<file path="src/rtl/bilbo_pkg.sv">
package bilbo_pkg;
  typedef enum logic [1:0] {
    MODE_SHIFT   = 2'b00,
    MODE_CLEAR   = 2'b01,
    MODE_SIG     = 2'b10,
    MODE_CAPTURE = 2'b11
  } bilbo_mode_e;
endpackage

</file>
<file path="src/rtl/bilbo_fb.sv">
module bilbo_fb #(
  parameter int unsigned        WIDTH    = 8,
  parameter logic [WIDTH-1:0]   TAP_MASK = 8'hB8
) (
  input  logic [WIDTH-1:0] state,
  output logic             fb
);
  logic [WIDTH-1:0] tapped;

  for (genvar i = 0; i < WIDTH; i++) begin : g_tap
    if (TAP_MASK[i]) begin : g_on
      assign tapped[i] = state[i];
    end else begin : g_off
      assign tapped[i] = 1'b0;
    end
  end

  assign fb = ^tapped;
endmodule

</file>
<file path="src/rtl/bilbo_cell.sv">
module bilbo_cell
  import bilbo_pkg::*;
(
  input  logic        clk,
  input  logic        rst_n,
  input  bilbo_mode_e mode,
  input  logic        d,
  input  logic        prev,
  output logic        q
);
  logic nxt;

  always_comb begin
    unique case (mode)
      MODE_CAPTURE: nxt = d;
      MODE_SHIFT:   nxt = prev;
      MODE_SIG:     nxt = d ^ prev;
      default:      nxt = 1'b0;
    endcase
  end

  always_ff @(posedge clk or negedge rst_n) begin
    if (!rst_n) q <= 1'b0;
    else        q <= nxt;
  end
endmodule

</file>
<file path="src/rtl/bilbo_reg.sv">
module bilbo_reg
  import bilbo_pkg::*;
#(
  parameter int unsigned      WIDTH    = 8,
  parameter logic [WIDTH-1:0] TAP_MASK = 8'hB8
) (
  input  logic             clk,
  input  logic             rst_n,
  input  logic [1:0]       mode_sel,
  input  logic [WIDTH-1:0] par_in,
  input  logic             ser_in,
  output logic [WIDTH-1:0] par_out,
  output logic             ser_out
);
  localparam int unsigned MSB = WIDTH - 1;

  bilbo_mode_e      mode;
  logic             fb;
  logic             head;
  logic [WIDTH-1:0] state;

  assign mode = bilbo_mode_e'(mode_sel);

  bilbo_fb #(.WIDTH(WIDTH), .TAP_MASK(TAP_MASK)) u_fb (
    .state (state),
    .fb    (fb)
  );

  // head of chain: serial input while scanning, feedback otherwise
  assign head = (mode == MODE_SHIFT) ? ser_in : fb;

  for (genvar i = 0; i < WIDTH; i++) begin : g_stage
    logic prev_bit;
    if (i == 0) begin : g_first
      assign prev_bit = head;
    end else begin : g_rest
      assign prev_bit = state[i-1];
    end
    bilbo_cell u_cell (
      .clk   (clk),
      .rst_n (rst_n),
      .mode  (mode),
      .d     (par_in[i]),
      .prev  (prev_bit),
      .q     (state[i])
    );
  end

  assign par_out = state;
  assign ser_out = state[MSB];

  // capture loads the parallel word
  p_capture_r1: assert property (@(posedge clk) disable iff (!rst_n)
    mode_sel == 2'b11 |=> par_out == $past(par_in));

  // shift moves toward the MSB, serial bit enters at stage 0
  p_shift_r2: assert property (@(posedge clk) disable iff (!rst_n)
    mode_sel == 2'b00 |=> par_out == {$past(par_out[MSB-1:0]), $past(ser_in)});

  // signature step from taps and parallel inputs
  p_sig_r3: assert property (@(posedge clk) disable iff (!rst_n)
    mode_sel == 2'b10 |=> par_out ==
      ({$past(par_out[MSB-1:0]), ^($past(par_out) & TAP_MASK)} ^ $past(par_in)));

  // clear empties every stage
  p_clear_r4: assert property (@(posedge clk) disable iff (!rst_n)
    mode_sel == 2'b01 |=> par_out == '0);

  // autonomous generation never collapses to zero
  p_no_lockup_r6: assert property (@(posedge clk) disable iff (!rst_n)
    (mode_sel == 2'b10 && par_in == '0 && par_out != '0) |=> par_out != '0);
endmodule

</file>
<file path="config.mk">
export PLATFORM = sky130hd
export DESIGN_NAME = bilbo_reg
export DESIGN_NICKNAME = d
export VERILOG_FILES = /design/src/rtl/bilbo_pkg.sv /design/src/rtl/bilbo_fb.sv /design/src/rtl/bilbo_cell.sv /design/src/rtl/bilbo_reg.sv
export SDC_FILE = /design/constraint.sdc
export NUM_CORES = 1
export LEC_CHECK = 0
export CAP_MARGIN = 20
export CORE_MARGIN = 5
export CORE_UTILIZATION = 34
export CTS_BUF_LIST = sky130_fd_sc_hd__clkbuf_16
export CTS_CLUSTER_SIZE = 40
export DETAILED_ROUTE_END_ITERATION = 7
export PLACE_DENSITY = 0.71
export REMOVE_ABC_BUFFERS = 1
export SLEW_MARGIN = 0
export SYNTH_ARGS = -nofsm -noshare
export SYNTH_HDL_FRONTEND = slang
export SYNTH_SLANG_ARGS = --single-unit
export TNS_END_PERCENT = 5
</file>
<file path="constraint.sdc">
create_clock -name clk -period 1.05 [get_ports clk]
set_clock_uncertainty 0.1 [all_clocks]
set_input_delay 0.21 -clock clk [delete_from_list [all_inputs] [get_ports clk]]
set_output_delay 0.21 -clock clk [all_outputs]
set_load 0.02 [all_outputs]
</file>
Word level (Yosys, flattened, before mapping)
Cells that the tools add are included.
Widths: inputs -> output; s select.
{"block": "op_classes", "mux": 9, "n_reduce_logical": 2, "n_bitwise": 8, "eq_ne": 2}
{"op": "$pmux 1 s3", "n": 8}
{"op": "$reduce_xor 8->1", "n": 1}
{"op": "$xor 1x1->1", "n": 8}
{"op": "$eq 2x2->1 const B", "n": 2}
{"op": "$logic_not 2->1", "n": 1}
{"op": "$mux 1", "n": 1}
{"block": "totals", "regBits": 8, "elab_cells": 29, "out_inout_bits": 9, "inputBits": 13}

Logic depth before layout (Yosys ltp)
{"block": "depth", "word_depth": 4, "ltp_mapped": 4, "depth_no_buf": 4}

By module
From an unflattened synthesis, not the netlist that was laid out.
{"block": "unflattened", "cells_unflattened": 45, "area_unflattened_um2": 511.7}
{"module": "bilbo_cell", "area_each_um2": 51.3, "n_inst": 8, "seq_area_each_um2": 25.0, "cells_each": 4}
{"module": "bilbo_reg", "area_each_um2": 75.1, "n_inst": 1, "seq_area_each_um2": 0.0, "cells_each": 10}
{"module": "bilbo_fb", "area_each_um2": 26.3, "n_inst": 1, "seq_area_each_um2": 0.0, "cells_each": 3}

Worst setup path after synthesis
OpenSTA, ideal clock, no wires.
{"block": "synth_path", "kind": "register to register", "from": "register g_stage[7].u_cell.q", "to": "register g_stage[0].u_cell.q", "path_stages_with_launch": 5, "setup_slack_ns": -0.192, "synth_period_minus_slack_ns": 1.242, "required_time_ns": 0.880, "n_path_buf": 0, "arrival_ns": 1.072, "setup_time_ns": 0.070, "cell_sequence": "dfrtp_1 -> xnor2_1 -> xnor2_1 -> nor4b_1 -> nand3b_1"}
{"block": "synth_via", "elab_chain_len": 4}
{"element": "start, declared", "line": "bilbo_cell.sv:9", "text": "output logic q"}
{"element": "start signal, assigned", "line": "bilbo_cell.sv:24", "text": "else q <= nxt;"}
{"element": "$reduce_xor 8->1 (*)", "line": "bilbo_fb.sv:18", "text": "assign fb = ^tapped;"}
{"element": "$mux 1 (*)", "line": "bilbo_reg.sv:30", "text": "assign head = (mode == MODE_SHIFT) ? ser_in : fb;"}
{"element": "$xor 1x1->1", "line": "bilbo_cell.sv:17", "text": "MODE_SIG: nxt = d ^ prev;"}
{"element": "$pmux 1 s3 (*)", "line": "bilbo_cell.sv:14", "text": "unique case (mode)"}
{"element": "named net g_stage[0].u_cell.nxt", "line": "bilbo_cell.sv:11", "text": "logic nxt;"}
{"element": "end signal, assigned", "line": "bilbo_cell.sv:24"}
{"element": "end, declared", "line": "bilbo_cell.sv:9"}
The timed path passes the listed nets; every way through them passes the cells marked *.

Final worst setup path
{"block": "layout_path", "from": "register g_stage[5].u_cell.q", "to": "register g_stage[0].u_cell.q"}
{"block": "layout_via", "elab_chain_len": 4}
{"element": "start, declared", "line": "bilbo_cell.sv:9"}
{"element": "start signal, assigned", "line": "bilbo_cell.sv:24"}
{"element": "$reduce_xor 8->1 (*)", "line": "bilbo_fb.sv:18"}
{"element": "$mux 1 (*)", "line": "bilbo_reg.sv:30"}
{"element": "$xor 1x1->1", "line": "bilbo_cell.sv:17"}
{"element": "$pmux 1 s3 (*)", "line": "bilbo_cell.sv:14"}
{"element": "named net g_stage[0].u_cell.nxt", "line": "bilbo_cell.sv:11"}
Marks and branches as above.

==> flow_summary.json <==
{
  "netlist.area_leader.share_pct": 42.9,
  "cts_buffers": 3,
  "cpLargestDelayFamily": "flip-flops",
  "drive_gt1_share_pct": 27.7,
  "yosysSeqAreaShare_pct": 42.9,
  "yosys_most_used_dff": "dfrtp_1",
  "die_x_um": 47.1,
  "drtAntennaViolNets": 0,
  "max_freq_mhz": 801,
  "dp_cells": 77,
  "drt_wl_total_um": 957,
  "die_area_um2": 2210,
  "cts_hold_buffers": 0,
  "startpoint": "g_stage[5].u_cell.q",
  "grt_max_degree": 9,
  "crit_path_end_kind": "flip-flop",
  "fillers": 119,
  "slowest_delay_ns": 0.42,
  "cp_data_required_time_ns": 1.11,
  "finalSetupViolations": 10,
  "stdcell_count": 80,
  "cap_violations": 0,
  "rsz0062_at_grt": "true",
  "cts_root_buffer": "clkbuf_16",
  "row_count": 13,
  "final_nets": 80,
  "synth_largest_area_cell": "dfrtp_1",
  "num_vias": 354,
  "syn_area_um2": 467,
  "maxSlewViolCount": 0,
  "p_leak_nw": 0.311,
  "power.density_nw_per_um2": 1970,
  "reg2reg_to": "g_stage[0].u_cell.q",
  "path_buf_inv": 0,
  "max-slew-margin-rel_pct": 75.0,
  "fin_util_pct": 53.7,
  "routedWlPerCell_um": 12.0,
  "top_regs": "g_stage.u_cell.q x8",
  "grt_usage_pct": 9.86,
  "cts_setup_buffers": 0,
  "hpwl_um": 728,
  "cp_slowest_cell": "dfrtp_1",
  "area_delta_synth_final_pct": 49.6,
  "antenna_found_initial": 0,
  "period_minus_slack_ns": 1.25,
  "hold_violations": 0,
  "outcome": "finished with violations",
  "path_max_fanout": 3,
  "regMostFlops": "g_stage.u_cell.q",
  "synth_commonest_cells": "xnor2_1 (10), buf_4 (9), dfrtp_1 (8), nand2_1 (7), nor2b_1 (6)",
  "ys_warn_count": 0,
  "place_ws_ns": -0.309,
  "cp.depth": 4,
  "grt.overflow.total": 0,
  "drt-pass1-iter-count": 4,
  "finalPower_mw": 1.38,
  "grt_pass1_wl_mm": 1.39,
  "synth_cells": 47,
  "ff2ff_setup_slack_ns": -0.20,
  "cts.htree.levels": 1,
  "async_flop_share_pct": 100,
  "ir_drop_mv": 0.870,
  "fp.coreArea_um2": 1300,
  "die_y_um": 47.1,
  "clk_latency_ns": 0.23,
  "largest_reg_flops": 8,
  "clk_pin_slew_ns": 0.04,
  "min_period_over_period_pct": 119,
  "crit_arrival_ns": 1.31,
  "ys_top_cells_by_area": "dfrtp_1 (43%), xnor2_1 (19%), buf_4 (14%)",
  "ios": 22,
  "worstSetupEndpoint": "g_stage[0].u_cell.q",
  "synth.avg_cell_area_um2": 9.93,
  "crit_chain": "xnor2_2, xnor2_1, nor4b_1, nand3b_1",
  "clockBufferDepth": 2,
  "synth_cell_type_count": 12,
  "first_global_vias": 328,
  "cts.sinks": 8,
  "initial_utilization_pct": 35.9,
  "yosysMostFrequentCell": "xnor2_1",
  "routed_via_density": 4.43,
  "port_buffers": 21,
  "finalInstanceArea_um2": 698,
  "violations": "setup timing",
  "n_antenna_cell": 0,
  "hp-class": "in2async",
  "cts_tree": "built",
  "path_class": "reg2reg",
  "layout_setup_ws_ns": -0.198,
  "drc_errors": 0,
  "drtIter0Drc": 3,
  "synth_edf_count": 0,
  "rr_startpoint": "g_stage[5].u_cell.q",
  "tightest_slew_ns": 0.374,
  "critPathLaunchType": "flip-flop",
  "place.gp.congestion": 0.733,
  "ys_ff_latch": 8,
  "reg2regPathDepth": 4,
  "placed_area_um2": 654
}
-- cells by family after synthesis --
logic type | share of synthesized area (%)
simple gates | 21.7
flops | 42.9
xor+xnor | 18.8
buf+inv | 15.3
compound gates | 1.34
-- worst min-delay path by stage --
| stage | slack (ns) | to | from |
|---|---|---|---|
| floorplan | -0.19 | g_stage[0].u_cell.q | rst_n |
| global placement | 0.42 | g_stage[2].u_cell.q | rst_n |
| detailed placement | 0.43 | g_stage[0].u_cell.q | rst_n |
| CTS | 0.18 | g_stage[0].u_cell.q | rst_n |
| global route | 0.20 | g_stage[2].u_cell.q | rst_n |
| finish | 0.16 | g_stage[2].u_cell.q | rst_n |
-- layer usage --
metal / vias to the layer above / track usage [%] / share of wire [%]
li1: 175 / - / -
met1: 160 / 11.5 / 41
met2: 17 / 13.6 / 46
met3: 2 / 2.30 / 9.6
met4: 0 / 11.6 / 3.3
met5: - / 0 / 0
-- layout by cell type (no fill, tap or decap) --
master,n
xnor2_1,9
nand3b_1,1
a31oi_1,1
nand2_1,7
buf_6,1
nor4b_1,1
clkbuf_16,3
nand3_1,1
dlygate4sd2_1,2
dfrtp_1,8
clkdlybuf4s50_1,10
buf_2,7
buf_4,5
nor2b_1,6
nor3b_1,1
xnor2_2,1
nor2b_2,1
-- through the flow --
step / setup TNS, ns / hold slack, ns
floorplan: -0.291 / -0.186
global placement: -4.15 / 0.417
finish: -0.522 / 0.165
CTS: -0.892 / 0.181
detailed placement: -4.25 / 0.425
global route: -0.789 / 0.205
-- timing repair --
item / in CTS / in global routing
pin swaps: 2 / 1
endpoints found under the setup margin: 16 / 10
hold endpoints to repair: 0 / 0
gates resized for setup: 32 / 10
-- where the power goes --
part           switching, mW  internal [mW]
registers             0.0350          0.359
clock network          0.145          0.491
logic                  0.167          0.179
-- area by class of cell --
type                       count  area [um2]  share of cell area [%]
tap                           15        18.8                    2.69
timing repair buffer          25         201                    28.9
clock buffer                   3        75.1                    10.8
sequential                     8         200                    28.7
multi-input combinational     29         203                    29.0
Power figures use the tool's default switching activity.
